--- config.mk ---
export PLATFORM = sky130hd
export DESIGN_NAME = usb_frame_timer
export DESIGN_NICKNAME = d
export VERILOG_FILES = /design/src/rtl/uft_pkg.sv /design/src/rtl/uft_rst_sync.sv /design/src/rtl/uft_timing_reg.sv /design/src/rtl/uft_frame_counter.sv /design/src/rtl/usb_frame_timer.sv
export SDC_FILE = /design/constraint.sdc
export NUM_CORES = 1
export LEC_CHECK = 0
export ABC_AREA = 1
export CORE_MARGIN = 2
export CORE_UTILIZATION = 55
export DETAILED_ROUTE_END_ITERATION = 10
export DONT_BUFFER_PORTS = 1
export HOLD_SLACK_MARGIN = 0.05
export MAX_ROUTING_LAYER = met4
export PLACE_DENSITY = 0.69
export REMOVE_ABC_BUFFERS = 1
export SLEW_MARGIN = 20
export SYNTH_ARGS = -nofsm -noshare
export SYNTH_HDL_FRONTEND = slang
export SYNTH_SLANG_ARGS = --single-unit
--- constraint.sdc ---
create_clock -name clk -period 1.34 [get_ports clk]
set_clock_uncertainty 0.2 [all_clocks]
set_input_delay 0.134 -clock clk [delete_from_list [all_inputs] [get_ports clk]]
set_output_delay 0.134 -clock clk [all_outputs]
set_load 0.01 [all_outputs]
--- src/rtl/uft_pkg.sv ---
package uft_pkg;
  // Default frame geometry: base count plus programmable offset
  localparam int UFT_BASE_CNT = 11936;
  localparam int UFT_OFS_W    = 7;
  localparam int UFT_REG_W    = 8;
  localparam int UFT_OFS_RST  = 64;
  localparam int UFT_CNT_W    = $clog2(UFT_BASE_CNT + (1 << UFT_OFS_W));

  typedef enum logic [1:0] {
    CNT_IDLE  = 2'd0,  // held at zero (reset or not running)
    CNT_STEP  = 2'd1,  // ordinary increment
    CNT_WRAP  = 2'd2   // last clock of frame, wrap and emit SOF
  } cnt_op_e;
endpackage

--- src/rtl/uft_rst_sync.sv ---
module uft_rst_sync #(
  parameter int STAGES = 2
) (
  input  logic clk,
  input  logic rst_n_in,
  output logic rst_n_out
);
  logic [STAGES-1:0] sync_q;
  logic [STAGES-1:0] sync_d;

  always_comb begin
    sync_d = {sync_q[STAGES-2:0], 1'b1};
  end

  always_ff @(posedge clk or negedge rst_n_in) begin
    if (!rst_n_in) sync_q <= '0;
    else           sync_q <= sync_d;
  end

  assign rst_n_out = sync_q[STAGES-1];
endmodule

--- src/rtl/uft_timing_reg.sv ---
module uft_timing_reg #(
  parameter int REG_W   = 8,
  parameter int OFS_W   = 7,
  parameter int OFS_RST = 64
) (
  input  logic             clk,
  input  logic             rst_n,
  input  logic             hc_rst,
  input  logic             wr_en,
  input  logic [REG_W-1:0] wr_data,
  output logic [OFS_W-1:0] pend_ofs,
  output logic [REG_W-1:0] rd_data
);
  localparam logic [OFS_W-1:0] RST_VAL = OFS_W'(OFS_RST);

  logic [OFS_W-1:0] pend_q;
  logic [OFS_W-1:0] pend_d;
  logic             pend_en;
  logic             unused_rsv;

  // Reserved upper bits are dropped on write
  assign unused_rsv = ^wr_data[REG_W-1:OFS_W];

  always_comb begin
    pend_en = hc_rst | wr_en;
    pend_d  = hc_rst ? RST_VAL : wr_data[OFS_W-1:0];
  end

  always_ff @(posedge clk or negedge rst_n) begin
    if (!rst_n)       pend_q <= RST_VAL;
    else if (pend_en) pend_q <= pend_d;
  end

  assign pend_ofs = pend_q;
  assign rd_data  = {{(REG_W-OFS_W){1'b0}}, pend_q};

  p_wr_takes_r5: assert property (@(posedge clk) disable iff (!rst_n)
    (wr_en && !hc_rst) |=> (rd_data[OFS_W-1:0] == $past(wr_data[OFS_W-1:0])));
  p_rsv_zero_r5: assert property (@(posedge clk) disable iff (!rst_n)
    rd_data[REG_W-1] == 1'b0);
  p_hc_default_r6: assert property (@(posedge clk) disable iff (!rst_n)
    hc_rst |=> (rd_data == REG_W'(OFS_RST)));
endmodule

--- src/rtl/uft_frame_counter.sv ---
module uft_frame_counter
  import uft_pkg::*;
#(
  parameter int BASE_CNT = 11936,
  parameter int OFS_W    = 7,
  parameter int OFS_RST  = 64,
  parameter int CNT_W    = 14
) (
  input  logic             clk,
  input  logic             rst_n,
  input  logic             hc_rst,
  input  logic             run_en,
  input  logic [OFS_W-1:0] pend_ofs,
  output logic [CNT_W-1:0] count,
  output logic             sof
);
  localparam logic [CNT_W-1:0] BASE_M1 = CNT_W'(BASE_CNT - 1);
  localparam logic [OFS_W-1:0] RST_VAL = OFS_W'(OFS_RST);

  logic [CNT_W-1:0] cnt_q, cnt_d;
  logic [OFS_W-1:0] act_q, act_d;
  logic             sof_q, sof_d;
  logic [CNT_W-1:0] last_val;
  cnt_op_e          op;

  // Final count of the current frame
  assign last_val = BASE_M1 + CNT_W'(act_q);

  always_comb begin
    if (hc_rst || !run_en)      op = CNT_IDLE;
    else if (cnt_q == last_val) op = CNT_WRAP;
    else                        op = CNT_STEP;
  end

  always_comb begin
    cnt_d = '0;
    sof_d = 1'b0;
    act_d = act_q;
    unique case (op)
      CNT_IDLE: act_d = hc_rst ? RST_VAL : pend_ofs;
      CNT_WRAP: begin
        sof_d = 1'b1;
        act_d = pend_ofs;
      end
      default:  cnt_d = cnt_q + CNT_W'(1);
    endcase
  end

  always_ff @(posedge clk or negedge rst_n) begin
    if (!rst_n) begin
      cnt_q <= '0;
      sof_q <= 1'b0;
      act_q <= RST_VAL;
    end else begin
      cnt_q <= cnt_d;
      sof_q <= sof_d;
      act_q <= act_d;
    end
  end

  assign count = cnt_q;
  assign sof   = sof_q;

  p_sof_at_zero_r2: assert property (@(posedge clk) disable iff (!rst_n)
    sof |-> (count == '0));
  p_sof_single_r2: assert property (@(posedge clk) disable iff (!rst_n)
    sof |=> !sof);
  p_cnt_bound_r1: assert property (@(posedge clk) disable iff (!rst_n)
    count <= last_val);
  p_act_hold_r4: assert property (@(posedge clk) disable iff (!rst_n)
    (op == CNT_STEP) |=> $stable(act_q));
  p_hc_idle_r6: assert property (@(posedge clk) disable iff (!rst_n)
    hc_rst |=> (count == '0 && !sof));
  p_run_hold_r9: assert property (@(posedge clk) disable iff (!rst_n)
    !run_en |=> (count == '0 && !sof));
endmodule

--- src/rtl/usb_frame_timer.sv ---
module usb_frame_timer #(
  parameter int BASE_CNT    = uft_pkg::UFT_BASE_CNT,
  parameter int OFS_W       = uft_pkg::UFT_OFS_W,
  parameter int REG_W       = uft_pkg::UFT_REG_W,
  parameter int OFS_RST     = uft_pkg::UFT_OFS_RST,
  parameter int SYNC_STAGES = 2,
  parameter int CNT_W       = $clog2(BASE_CNT + (1 << OFS_W))
) (
  input  logic             clk,
  input  logic             rst_n,
  input  logic             hc_rst,
  input  logic             run_en,
  input  logic             wr_en,
  input  logic [REG_W-1:0] wr_data,
  output logic [REG_W-1:0] rd_data,
  output logic             sof,
  output logic [CNT_W-1:0] frame_count
);
  logic             rst_n_s;
  logic [OFS_W-1:0] pend_ofs;

  uft_rst_sync #(.STAGES(SYNC_STAGES)) u_rst (
    .clk       (clk),
    .rst_n_in  (rst_n),
    .rst_n_out (rst_n_s)
  );

  uft_timing_reg #(
    .REG_W(REG_W), .OFS_W(OFS_W), .OFS_RST(OFS_RST)
  ) u_reg (
    .clk      (clk),
    .rst_n    (rst_n_s),
    .hc_rst   (hc_rst),
    .wr_en    (wr_en),
    .wr_data  (wr_data),
    .pend_ofs (pend_ofs),
    .rd_data  (rd_data)
  );

  uft_frame_counter #(
    .BASE_CNT(BASE_CNT), .OFS_W(OFS_W), .OFS_RST(OFS_RST), .CNT_W(CNT_W)
  ) u_cnt (
    .clk      (clk),
    .rst_n    (rst_n_s),
    .hc_rst   (hc_rst),
    .run_en   (run_en),
    .pend_ofs (pend_ofs),
    .count    (frame_count),
    .sof      (sof)
  );
endmodule

### Word level (Yosys, flattened, before mapping)

Cells that the tools add are included.

| word-level totals | value |
|---|---|
| word-level logic and storage cells | 22 |
| bits in registers | 31 |

| operators by class | value |
|---|---|
| bitwise logic cells | 1 |
| add/sub/neg operators | 2 |
| multiplexer cells | 7 |
| reductions and logical operators | 5 |
| eq/ne operators | 2 |

Operators with widths:

| operator | count |
|---|---|
| adder 14 x 1 -> 14 bit, second input constant | 1 |
| adder 14 x 7 -> 14 bit, first input constant | 1 |
| equality test 14 bit | 1 |
| two-way mux 14 bit | 1 |
| two-way mux 7 bit | 2 |
| one-hot mux 7 bit (2 select lines) | 1 |
| two-way mux 2 bit | 2 |
| equality test 2 bit, second input constant | 1 |
| zero test 2 bit | 1 |
| nonzero test 2 bit | 1 |
| OR reduction 2 bit | 1 |
| zero test 1 bit | 1 |
| logical OR 1 bit | 1 |
| two-way mux 1 bit | 1 |
| OR 1 bit | 1 |

### Depth between registers and ports, before layout

Gate-level depths: netlist of run 1.

| depth | value |
|---|---|
| word-level depth | 7 |
| gate-level depth with buffers | 15 |
| mapped depth without buffers | 15 |

### Cells and area by module

Synthesis of run 1 repeated with hierarchy kept, for this count alone.

| second synthesis, totals | value |
|---|---|
| cell total of the unflattened synthesis | 238 |
| area total of the unflattened synthesis | 1816.7 sq um |

Modules (own cells, without submodules):

| module | sequential area each (sq um) | instances | cells an instance | area an instance (sq um) |
|---|---|---|---|---|
| uft_frame_counter | 551.8 | 1 | 195 | 1408.9 |
| uft_timing_reg | 176.4 | 1 | 40 | 354.1 |
| uft_rst_sync | 50.0 | 1 | 3 | 53.8 |

### Worst setup path after synthesis of run 1

No wires, ideal clock.

| path | value |
|---|---|
| kind | reg-to-reg |
| start | register u_cnt.act_q[0] |
| end | register u_cnt.cnt_q[0], in the netlist u_cnt.count[0] |
| stages on the path, launching flop included | 15 |
| setup slack | -0.624 ns |
| arrival | 1.639 ns |
| path buffers | 1 |
| clock period less this slack | 1.964 ns |
| cell sequence | dfrtp_1 -> inv_1 -> ha_1 -> inv_1 -> nor2_1 -> nand2_2 -> nand2_1 -> nand2_1 -> nand3_1 -> nand2_1 -> nor2_2 -> nand2_2 -> nand2_4 -> buf_12 -> nor2_4 |

| between the ends | value |
|---|---|
| word-level cells in the longest chain between the ends | 7 |

RTL lines:

| item | RTL line | RTL |
|---|---|---|
| start, declared | uft_frame_counter.sv:21 | `logic [OFS_W-1:0] act_q, act_d;` |
| start signal, assigned | uft_frame_counter.sv:57 | `act_q <= act_d;` |
| adder 14 x 7 -> 14 bit * | uft_frame_counter.sv:27 | `assign last_val = BASE_M1 + CNT_W'(act_q);` |
| equality test 14 bit * | uft_frame_counter.sv:31 | `else if (cnt_q == last_val) op = CNT_WRAP;` |
| two-way mux 2 bit * | uft_frame_counter.sv:31 |  |
| two-way mux 2 bit * | uft_frame_counter.sv:30 | `if (hc_rst \|\| !run_en) op = CNT_IDLE;` |
| equality test 2 bit / zero test 2 bit (equally long branches) | uft_frame_counter.sv:39 | `unique case (op)` |
| OR reduction 2 bit (no line) * | n/a |  |
| two-way mux 14 bit * | uft_frame_counter.sv:39 |  |
| net u_cnt.cnt_d[0] | uft_frame_counter.sv:20 | `logic [CNT_W-1:0] cnt_q, cnt_d;` |
| end signal, assigned | uft_frame_counter.sv:55 | `cnt_q <= cnt_d;` |
| end, declared | uft_frame_counter.sv:20 |  |

The timed path passes the listed nets; every way through them passes the cells marked *.
A chain may end at the register's enable or synchronous reset.

### Worst setup path after layout of run 1

| path | value |
|---|---|
| start | register u_cnt.act_q[0] |
| end | register u_cnt.cnt_q[2], in the netlist u_cnt.count[2] |

The elaborated chain is that of the path after synthesis.

==> reports/results.md, run 1 <==
| Result | Reported | Unit |
| --- | --- | --- |
| Overall via count from detail_route | 1724 | - |
| CTS tree | yes | - |
| Type of the setup path with the least slack | register to register | - |
| First-pass GRT wire length | 7660 | µm |
| Gr ovfl total | 0 | - |
| Final count of negative-setup-slack endpoints | 23 | - |
| All-Layer GR Usage | 30.0 | % |
| Combinational share of power | 16.2 | % |
| Peak ir drop on the vdd network | 0.000733 | V |
| Static leakage power | 0.00118 | µW |
| Detail-routed via count per cell | 5.15 | - |
| Number of design-rule violations left by the first detailed-router iteration | 100 | - |
| Final instance area | 0.00244 | mm² |
| Share of final-layout standard cells stronger than drive strength 1 | 32.0 | % |
| Cell Int Power | 1410 | µW |
| Path category of the worst min-delay check | primary input to register | - |
| I/O pin count | 36 | - |
| Net switching share of the total power | 26.1 | % |
| Crit path buffers/inverters | 3 | - |
| Number of antenna-violating nets in the routed design | 0 | - |
| List of cells traversed by the critical path | inv_2 > ha_4 > inv_2 > nand2_1 > nand2_1 > nor2_1 > nand2_1 > nor2_1 > nand3_1 > nor2_2 > nand2_4 > buf_6 > nand3_2 > nor2_1 | - |
| Most frequent cells in the layout | nand2_1 (55), buf_4 (36), inv_1 (28), dfrtp_1 (28), nand3_1 (22) | - |
| Cell with the biggest individual delay on the critical path | dfrtp_1 | - |
| Kind of end point of the critical path | register | - |
| Final slew viol count | 0 | - |
| # Max-Cap Violations | 0 | - |
| Crit path max-delay family | simple AND/OR/NAND/NOR gates | - |
| Rows | 20 | - |
| Count of input and output buffers | 0 | - |
| Clock slew seen by the registers of the worst setup and hold paths | 0.09 | ns |
| R2R cell count | 14 | - |
| Number of nets in the final layout | 305 | - |
| Cells after synthesis | 226 | - |
| Hpwl dp | 2950 | µm |
| Placer congestion estimate | 0.882 | - |
| Cell area after synthesis | 0.00174 | mm² |
| Number of synthesized register bits | 31 | - |
| CP max stage delay | 0.39 | ns |
| Max Fanout on Critical Path | 5 | - |
| Maximum clock insertion buffer count | 2 | - |
| Clock network latency to the later pin of the worst-skew pair | 0.33 | ns |
| Unrepaired setup endpoints after global routing | true | - |
| Effective utilization at floorplan | 57.6 | % |
| Startpoint type of the worst setup path | register | - |
| Worst hold margin | 0.112 | ns |
| Switching power of the nets | 499 | µW |
| Depth of the CTS H-tree | 2 | - |
| Netlist cell types | 27 | - |
| Antenna violations before repair | 0 | - |
| Clock Sinks | 31 | - |
| Share of power burned in registers | 52.3 | % |
| Share of synthesized area occupied by flip-flops and latches | 44.6 | % |
| Outcome | finished with violations | - |
| Pwr Density | 781 | mW/mm² |
| Drt wl/cell | 14.1 | µm |
| Required time at the endpoint of the critical path | 1.36 | ns |
| Post-route fraction of the period consumed by the critical path | 155 | % |
| Antenna Diode Count | 0 | - |
| Leading cell type in the layout, fill and taps excluded | nand2_1 | - |
| DRC violation count after routing | 0 | - |
| Data arrival time of the critical path | 2.09 | ns |
| Largest net degree at the start of global routing | 21 | - |
| Relative contribution of the clock network to total power | 31.6 | % |
| Placed cell areas | 0.00206 | mm² |
| DRT Wirelength | 4710 | µm |
| Worst setup slack after placement | -0.736 | ns |
| Number of buffers created by CTS | 5 | - |
| Die W | 60.3 | µm |
| Number of optimization iterations in the first detailed-route pass | 4 | - |
| Violations in the final reports | setup timing | - |
| Full die area | 0.00364 | mm² |
| Post-synthesis area per instance | 7.72 | µm² |
| Cell depth of the worst min-delay path | 5 | - |
| Number of global-route vias before repair | 1720 | - |
| WP depth | 14 | - |
| Buffer cell driving the clock tree root | clkbuf_4 | - |
| Area added between synthesis and finish | 40.1 | % |
| Number of warnings printed during yosys synthesis | 0 | - |
| Number of failing hold endpoints at the final stage | 0 | - |
| Setup Total Neg Slack | -14.88 | ns |
| PnR worst setup slack | -0.733 | ns |
| Fmax achieved | 482 | MHz |
| Util after Layout | 80.7 | % |
| Die outline height | 60.3 | µm |
| Core box area | 0.00303 | mm² |
| Final period demand of the worst path | 2.07 | ns |
[stage by stage]
stage | instances | power, µW
after floorplan | 221 | 1170
after global placement | 306 | 1240
after detailed placement | 306 | 1250
after CTS | 333 | 1900
after global routing | 335 | 2000
final | 335 | 1910
[path summary, 6_finish.rpt]
check / startpoint / to / slack, ns
worst max-delay path: u_cnt.act_q[0] / u_cnt.count[2] / -0.73
worst min-delay path: run_en / u_cnt.act_q[6] / 0.11
worst max register to register: u_cnt.act_q[0] / u_cnt.count[2] / -0.73
worst min register to register: u_rst.sync_q[0] / u_rst.sync_q[1] / 0.17
max in group asynchronous: u_rst.sync_q[1] / u_reg.pend_ofs[6] / 0.08
min in group asynchronous: rst_n / u_rst.sync_q[0] / 0.37
[flip-flops by register name (all words and copies together), names as in the netlist]
register / cells
u_cnt.count: 14
u_cnt.act_q: 7
u_reg.pend_ofs: 7
u_rst.sync_q: 2
u_cnt.sof: 1
[synthesized netlist by cell type, drive strengths merged]
cell    instances  area (µm²)
nand2          59         236
nor2           38         188
inv            31         116
dfrtp          29         726
nand3          29         150
o21ai           9        45.0
xor2            6        52.6
buf             4        43.8
nand4           4        25.0
xnor2           4        35.0
conb            2        7.51
dfstp           2        52.6
ha              2        25.0
nor3            2        10.0
a21oi           1        5.00
clkbuf          1        3.75
clkinv          1        3.75
nor4            1        12.5
or2             1        6.26
[power by group through the flow]
stage / clock network [µW] / registers [µW] / logic [µW]
3_3_place_gp: 0 / 1010 / 225
4_1_cts: 616 / 997 / 287
2_1_floorplan: 0 / 1030 / 139
3_5_place_dp: 0 / 1010 / 234
5_1_grt: 655 / 1000 / 343
6_report: 603 / 998 / 308
[metal layers]
layer	global-route usage, %	share of wire (%)	routed length [µm]	up-vias
li1	-	-	-	834
met1	35.6	42	1980	827
met2	49.1	52	2430	55
met3	8.87	5.1	238	8
met4	9.21	1.5	69	0
met5	-	0	0	-
[repair_timing]
action | in CTS | in global routing
pin swaps | 5 | 2
resized for setup | 22 | 10
endpoints found under the setup margin | 26 | 27
hold buffers | 13 | 2
endpoints found under the hold margin | 26 | 13
cloned | 2 | 0
buffers inserted | 4 | 2
[kinds of logic (layout without fill, tap and decap cells)]
kind of cell               after synthesis  count (layout)  synth area share [%]
adders and majority gates                2               2                  1.43
and+or+nand+nor                        134             135                  36.0
DFF                                     31              31                  44.6
buffers and inverters                   37             101                  9.61
xor gates and xnor gates                10              10                  5.02
AOI/OAI and AO/OA                       10              10                  2.87
other                                    2               2                 0.431
[worst min-delay path, stage by stage]
cell	delay, ns
nand2_1	0.06
clkinv_1	0.21
nand2_8	0.12
nand2_1	0.07
nand2_1	0.04
[cell type report]
type	instances	area (µm²)
Timing Repair Buffer	61	533
Multi-Input combinational cell	159	887
Fill cell	198	584
Clock buffer	8	68.8
Inverter	32	120
Tap cell	44	55.1
Sequential cell	31	779
No activity file was read; power rests on OpenSTA's default activity.
==> inputs of run 2 (changes only) <==
Settings changed: PLACE_DENSITY 0.69 to 0.78.
Clock period 1.34 ns to 2 ns, I/O delays scaled along.
==> run 2 against run 1 <==
Net effect: cell area decreased by 12%; sequential share of layout area is 4.2 points higher; global-route usage shrank 5.7 points; total power shrank 29%; via count down 8.8%; critical path depth stayed put; the run now ends clean; count of clock-buffer cells in the layout fell by 2.
==> reports/results.md, run 2 (synthesis results as in run 1) <==
| Result | Reported | Unit | Change |
| --- | --- | --- | --- |
| Number of global-route vias before repair | 1387 | - | -19% |
| Dpl cells | 278 | - | -9.2% |
| Net switching share of the total power | 25.3 | % | -0.89 points |
| Number of fill cells | 231 | - | +17% |
| Kind of end point of the critical path | register | - |  |
| Post-route fraction of the period consumed by the critical path | 99.4 | % | -55 points |
| Static leakage power | 0.00101 | µW | -14% |
| Relative contribution of the clock network to total power | 37.6 | % | +6.0 points |
| DRC violation count after routing | 0 | - | unchanged |
| Register containing the most flip-flops in the final layout | u_cnt.count | - |  |
| Share of final-layout standard cells stronger than drive strength 1 | 22.2 | % | -9.8 points |
| Number of optimization iterations in the first detailed-route pass | 4 | - | unchanged |
| Path category of the worst min-delay check | register to async pin | - |  |
| Maximum clock insertion buffer count | 2 | - | unchanged |
| Final count of negative-setup-slack endpoints | 0 | - | -100% |
| Reg-to-reg critical path startpoint | u_cnt.act_q[0] | - |  |
| Final period demand of the worst path | 1.99 | ns | -0.0845 ns |
| Clock Sinks | 31 | - | unchanged |
| Share of power burned in registers | 49.5 | % | -2.8 points |
| Worst hold margin | 0.0438 | ns | -0.0686 ns |
| Depth of the CTS H-tree | 2 | - | unchanged |
| Detail-routed via count per cell | 5.22 | - | +1.5% |
| Worst setup slack after placement | -0.0788 | ns | +0.657 ns |
| All-Layer GR Usage | 24.3 | % | -5.7 points |
| Overall via count from detail_route | 1572 | - | -8.8% |
| Storage cell area | 778 | µm² | -0.16% |
| Startpoint type of the worst setup path | register | - |  |
| Origin of the worst setup path | u_cnt.act_q[0] | - |  |
| Final instance area | 0.00215 | mm² | -12% |
| Fmax achieved | 503 | MHz | +4.2% |
| Number of failing hold endpoints at the final stage | 0 | - | unchanged |
| Area added between synthesis and finish | 23.5 | % |  |
| PnR worst setup slack | 0.0116 | ns | +0.744 ns |
| Combinational share of power | 12.9 | % | -3.3 points |
| Number of flip-flops under the largest register name | 14 | - | unchanged |
| Max Fanout on Critical Path | 4 | - | -1 |
| Placer congestion estimate | 0.833 | - | -5.6% |
| Die outline height | 60.3 | µm | unchanged |
| Antenna violations before repair | 0 | - | unchanged |
| Gr ovfl total | 0 | - | unchanged |
| Core box area | 0.00303 | mm² | unchanged |
| Peak ir drop on the vdd network | 0.000542 | V | -26% |
| DRT Wirelength | 3930 | µm | -17% |
| Pwr Density | 629 | mW/mm² | -20% |
| Flop2flop setup slack | 0.01 | ns | +0.74 ns |
| Area occupied by multi-input gates | 868 | µm² | -2.1% |
| Unrepaired setup endpoints after global routing | true | - |  |
| Largest net degree at the start of global routing | 30 | - | +43% |
| Antenna Diode Count | 0 | - | unchanged |
| FF-to-FF End | u_cnt.count[6] | - |  |
| Drt wl/cell | 13.0 | µm | -7.2% |
| R2R cell count | 14 | - | unchanged |
| Number of antenna-violating nets in the routed design | 0 | - | unchanged |
| Clock network latency to the later pin of the worst-skew pair | 0.34 | ns | about the same |
| Number of nets in the final layout | 271 | - | -11% |
| Buffer cell driving the clock tree root | clkbuf_4 | - |  |
| Die W | 60.3 | µm | unchanged |
| # Max-Cap Violations | 0 | - | unchanged |
| Cell Int Power | 1010 | µW | -28% |
| Switching power of the nets | 342 | µW | -31% |
| Data arrival time of the critical path | 2.02 | ns | -0.07 ns |
| Type of the setup path with the least slack | register to register | - |  |
| Final slew viol count | 0 | - | unchanged |
| Final total power | 1350 | µW | -29% |
| I/O pin count | 36 | - | unchanged |
| Count of input and output buffers | 0 | - | unchanged |
| Most frequent cells in the layout | nand2_1 (55), dfrtp_1 (29), inv_1 (28), nand3_1 (28), nor2_1 (19) | - |  |
| Rows | 20 | - | unchanged |
| Full die area | 0.00364 | mm² | unchanged |
| First-pass GRT wire length | 6120 | µm | -20% |
| Number of standard cells in the layout, taps in and fillers out | 301 | - | -10% |
| Number of buffers created by CTS | 5 | - | unchanged |
| Number of design-rule violations left by the first detailed-router iteration | 67 | - | -33% |
| Clock slew seen by the registers of the worst setup and hold paths | 0.10 | ns | about the same |
| Outcome | completed | - |  |
| CTS tree | yes | - |  |
| Placed cell areas | 0.00185 | mm² | -10% |
| Required time at the endpoint of the critical path | 2.03 | ns | +0.67 ns |
| Effective utilization at floorplan | 57.6 | % | unchanged |
| Hpwl dp | 2540 | µm | -14% |
| Leading cell type in the layout, fill and taps excluded | nand2_1 | - |  |
-- run 2: cell types whose count changed in the layout (fill, tap and decap cells not counted), sizes merged --
cell and delta:
nand2 +1, clkinvlp +1, bufinv +1, dlygate4sd3 -3
clkbuf -2, buf -32
-- run 2: power groups by stage --
| stage | Sequential [µW] | Clock, µW | Combinational [µW] |
|---|---|---|---|
| 3_5_place_dp | 682 | 0 | 134 |
| 5_1_grt | 672 | 542 | 198 |
| 6_report | 670 | 509 | 174 |
| 4_1_cts | 670 | 514 | 162 |
| 3_3_place_gp | 681 | 0 | 131 |
| 2_1_floorplan | 687 | 0 | 93.4 |
-- run 2: worst max path at each step --
stage,end
3_5_place_dp,u_cnt.act_q[6]
6_report,u_cnt.count[6]
3_3_place_gp,u_cnt.act_q[2]
4_1_cts,u_cnt.act_q[1]
2_1_floorplan,u_cnt.count[12]
5_1_grt,u_cnt.act_q[3]
-- run 2: repair_timing --
item / in CTS / in global routing
cloned: 0 / 2
hold buffers: 12 / 0
pin swaps: 2 / 2
setup endpoints to repair: 21 / 22
buffers inserted: 0 / 1
resized for setup: 6 / 8
hold endpoints to repair: 17 / 0
-- run 2: cell type report --
cell class,count,share of cell area (%)
Sequential cell,31,36.1
Clock buffer,6,2.38
Timing Repair Buffer,26,11.2
Tap cell,44,2.56
Inverter,32,5.75
Clock inverter,2,1.63
Multi-Input combinational cell,160,40.3
-- run 2: per-stage QoR --
stage	utilization, %	TNS (ns)
after floorplan	-	-0.158
after global placement	61.1	-0.0298
after detailed placement	61.1	-0.745
after CTS	68.7	0
after global routing	71.1	-2.39
final	71.1	0
-- run 2: routing by layer --
layer / GRT usage [%] / routed length [µm] / up-vias
met4: 10.2 / 62 / 0
met5: - / 0 / -
li1: - / - / 766
met3: 7.58 / 172 / 7
met2: 34.8 / 1910 / 33
met1: 31.8 / 1780 / 766
-- run 2: critical path, cell delays in order, from the launching register on --
cell and delay [ns]:
dfrtp_1 0.37, inv_2 0.06, ha_4 0.27, inv_2 0.03, nand2_1 0.05, nand2_1 0.04, nor2_1 0.08, nand2_1 0.08
nor2_1 0.08, nand3_1 0.09, nor2_2 0.13, nand2_4 0.11, buf_12 0.15, nand2_4 0.10, nor2_2 0.04
==> inputs of run 3 (changes only) <==
Settings changed: MAX_ROUTING_LAYER met4 to not set.
==> run 3 against run 2 <==
Net effect: global-route usage down 0.77 points; critical path depth stayed put; count of clock-buffer cells in the layout did not move; non-clock buffer count is the same; fmax fell by 0.17%; via count increased by 0.32%; wire length is 0.10% higher; combinational power is essentially flat; sequential power barely moved; total power barely moved; setup slack worse by 0.0034 ns.
==> reports/results.md, run 3 (synthesis results as in run 1) <==
| Result | Reported | Unit | Change |
| --- | --- | --- | --- |
| Detail-routed via count per cell | 5.24 | - | +0.32% |
| Most Frequent Cell on Critical Path | nand2_1 | - |  |
| Drt wl/cell | 13.1 | µm | +0.10% |
| Share of final-layout standard cells stronger than drive strength 1 | 22.2 | % | unchanged |
| Max Fanout on Critical Path | 4 | - | unchanged |
| Most frequent cells in the layout | nand2_1 (55), dfrtp_1 (29), inv_1 (28), nand3_1 (28), nor2_1 (19) | - |  |
| Outcome | completed | - |  |
| Pwr Density | 629 | mW/mm² | about the same |
| Hpwl dp | 2540 | µm | unchanged |
| Antenna Diode Count | 0 | - | unchanged |
| Number of nets in the final layout | 271 | - | unchanged |
| Number of standard cells in the layout, taps in and fillers out | 301 | - | unchanged |
| Number of buffers created by CTS | 5 | - | unchanged |
| Number of antenna-violating nets in the routed design | 0 | - | unchanged |
| Area added between synthesis and finish | 23.5 | % | unchanged |
| Unrepaired setup endpoints after global routing | true | - |  |
| Clock network latency to the later pin of the worst-skew pair | 0.34 | ns | about the same |
| DRT Wirelength | 3930 | µm | +0.10% |
| Die outline height | 60.3 | µm | unchanged |
| Path category of the worst min-delay check | register to async pin | - |  |
| Largest net degree at the start of global routing | 30 | - | unchanged |
| Number of optimization iterations in the first detailed-route pass | 4 | - | unchanged |
| Full die area | 0.00364 | mm² | unchanged |
| Placer congestion estimate | 0.820 | - | -1.5% |
| Die W | 60.3 | µm | unchanged |
| CTS tree | yes | - |  |
| Clock slew seen by the registers of the worst setup and hold paths | 0.10 | ns | about the same |
| Number of flip-flops under the largest register name | 14 | - | unchanged |
| CP max stage delay | 0.38 | ns | about the same |
| Peak ir drop on the vdd network | 0.000544 | V | +0.29% |
| Type of the setup path with the least slack | register to register | - |  |
| # Max-Cap Violations | 0 | - | unchanged |
| Depth of the CTS H-tree | 2 | - | unchanged |
| Dpl cells | 278 | - | unchanged |
| Antenna violations before repair | 0 | - | unchanged |
| Maximum clock insertion buffer count | 2 | - | unchanged |
| Fmax achieved | 502 | MHz | -0.17% |
| DRC violation count after routing | 0 | - | unchanged |
| Number of design-rule violations left by the first detailed-router iteration | 69 | - | +3.0% |
| Clock Sinks | 31 | - | unchanged |
| List of cells traversed by the critical path | inv_2 > ha_4 > inv_2 > nand2_1 > nand2_1 > nor2_1 > nand2_1 > nor2_1 > nand3_1 > nor2_2 > nand2_4 > buf_12 > nand2_4 > nor2_2 | - |  |
| I/O pin count | 36 | - | unchanged |
| Required time at the endpoint of the critical path | 2.03 | ns | about the same |
| Kind of end point of the critical path | register | - |  |
| All-Layer GR Usage | 23.5 | % | -0.77 points |
| Util after Layout | 71.1 | % | unchanged |
| Startpoint type of the worst setup path | register | - |  |
| Overall via count from detail_route | 1577 | - | +0.32% |
| Rows | 20 | - | unchanged |
| Static leakage power | 0.00101 | µW | unchanged |
| Number of global-route vias before repair | 1388 | - | +0.072% |
| Buffer cell driving the clock tree root | clkbuf_4 | - |  |
| First-pass GRT wire length | 6110 | µm | -0.11% |
| Post-route fraction of the period consumed by the critical path | 99.6 | % | +0.17 points |
| Gr ovfl total | 0 | - | unchanged |
| Number of failing hold endpoints at the final stage | 0 | - | unchanged |
| Final period demand of the worst path | 1.99 | ns | +0.00343 ns |
| Data arrival time of the critical path | 2.02 | ns | about the same |
| Core box area | 0.00303 | mm² | unchanged |
| Register containing the most flip-flops in the final layout | u_cnt.count | - |  |
| Count of input and output buffers | 0 | - | unchanged |
| Number of fill cells | 231 | - | unchanged |
| Final slew viol count | 0 | - | unchanged |
| Final count of negative-setup-slack endpoints | 0 | - | unchanged |
| Leading cell type in the layout, fill and taps excluded | nand2_1 | - |  |
| Effective utilization at floorplan | 57.6 | % | unchanged |
| Cell with the biggest individual delay on the critical path | dfrtp_1 | - |  |
run 3: area by class of cell:
cell class	instances	area, µm²	area share (%)
well taps	44	55.1	2.56
repair buffers	26	241	11.2
clock buffers	6	51.3	2.38
inverters	32	124	5.75
flip-flops and latches	31	778	36.1
multi-input cells	160	868	40.3
clock inverters	2	35.0	1.63
run 3: worst paths after layout:
path                                  from              end  slack (ns)  depth (start not counted)
setup / recovery            u_cnt.act_q[0]   u_cnt.count[6]       0.008                         14
max in group asynchronous            rst_n  u_rst.sync_q[0]        1.08                          2
hold reg to reg            u_rst.sync_q[1]   u_cnt.act_q[4]        0.04                          1
setup reg to reg            u_cnt.act_q[0]   u_cnt.count[6]       0.008                         14
min in group clk           u_rst.sync_q[0]  u_rst.sync_q[1]        0.16                          0
hold / removal             u_rst.sync_q[1]   u_cnt.act_q[4]        0.04                          1
run 3: power breakdown:
part,switching (µW),internal (µW),total [µW]
clock network,216,295,511
logic,105,68.7,174
registers,22.0,648,670
run 3: timing repair:
| action | 4_1_cts | 5_1_grt |
|---|---|---|
| gates cloned | 0 | 2 |
| endpoints found under the setup margin | 21 | 22 |
| hold endpoints to repair | 17 | 0 |
| pin swaps | 2 | 2 |
| hold buffers | 12 | 0 |
| setup buffers | 0 | 1 |
| gates resized for setup | 6 | 8 |
run 3: critical path: cells and delay by family (launching register included):
family	cells	cell delay, ns
simple gates	10	0.80
fa+ha+maj	1	0.27
buf+inv	3	0.24
flops	1	0.38
run 3: per-layer routing:
layer,up-vias,global-route usage [%],share of wire [%]
li1,761,-,-
met2,49,34.8,47
met4,0,10.2,2.7
met5,-,0,0
met3,12,7.58,5.4
met1,755,31.8,44
run 3: per-stage QoR:
step / instance area [µm²] / total power, µW / hold WS [ns] / setup slack, ns / TNS (ns)
after floorplan: 1700 / 781 / -0.296 / -0.0231 / -0.158
after global placement: 1850 / 812 / -0.296 / -0.0146 / -0.0298
after detailed placement: 1850 / 816 / -0.296 / -0.0788 / -0.745
after CTS: 2080 / 1350 / 0.0604 / 0.0166 / 0
after global routing: 2150 / 1410 / 0.0894 / -0.137 / -2.39
final: 2150 / 1350 / 0.0437 / 0.00822 / 0
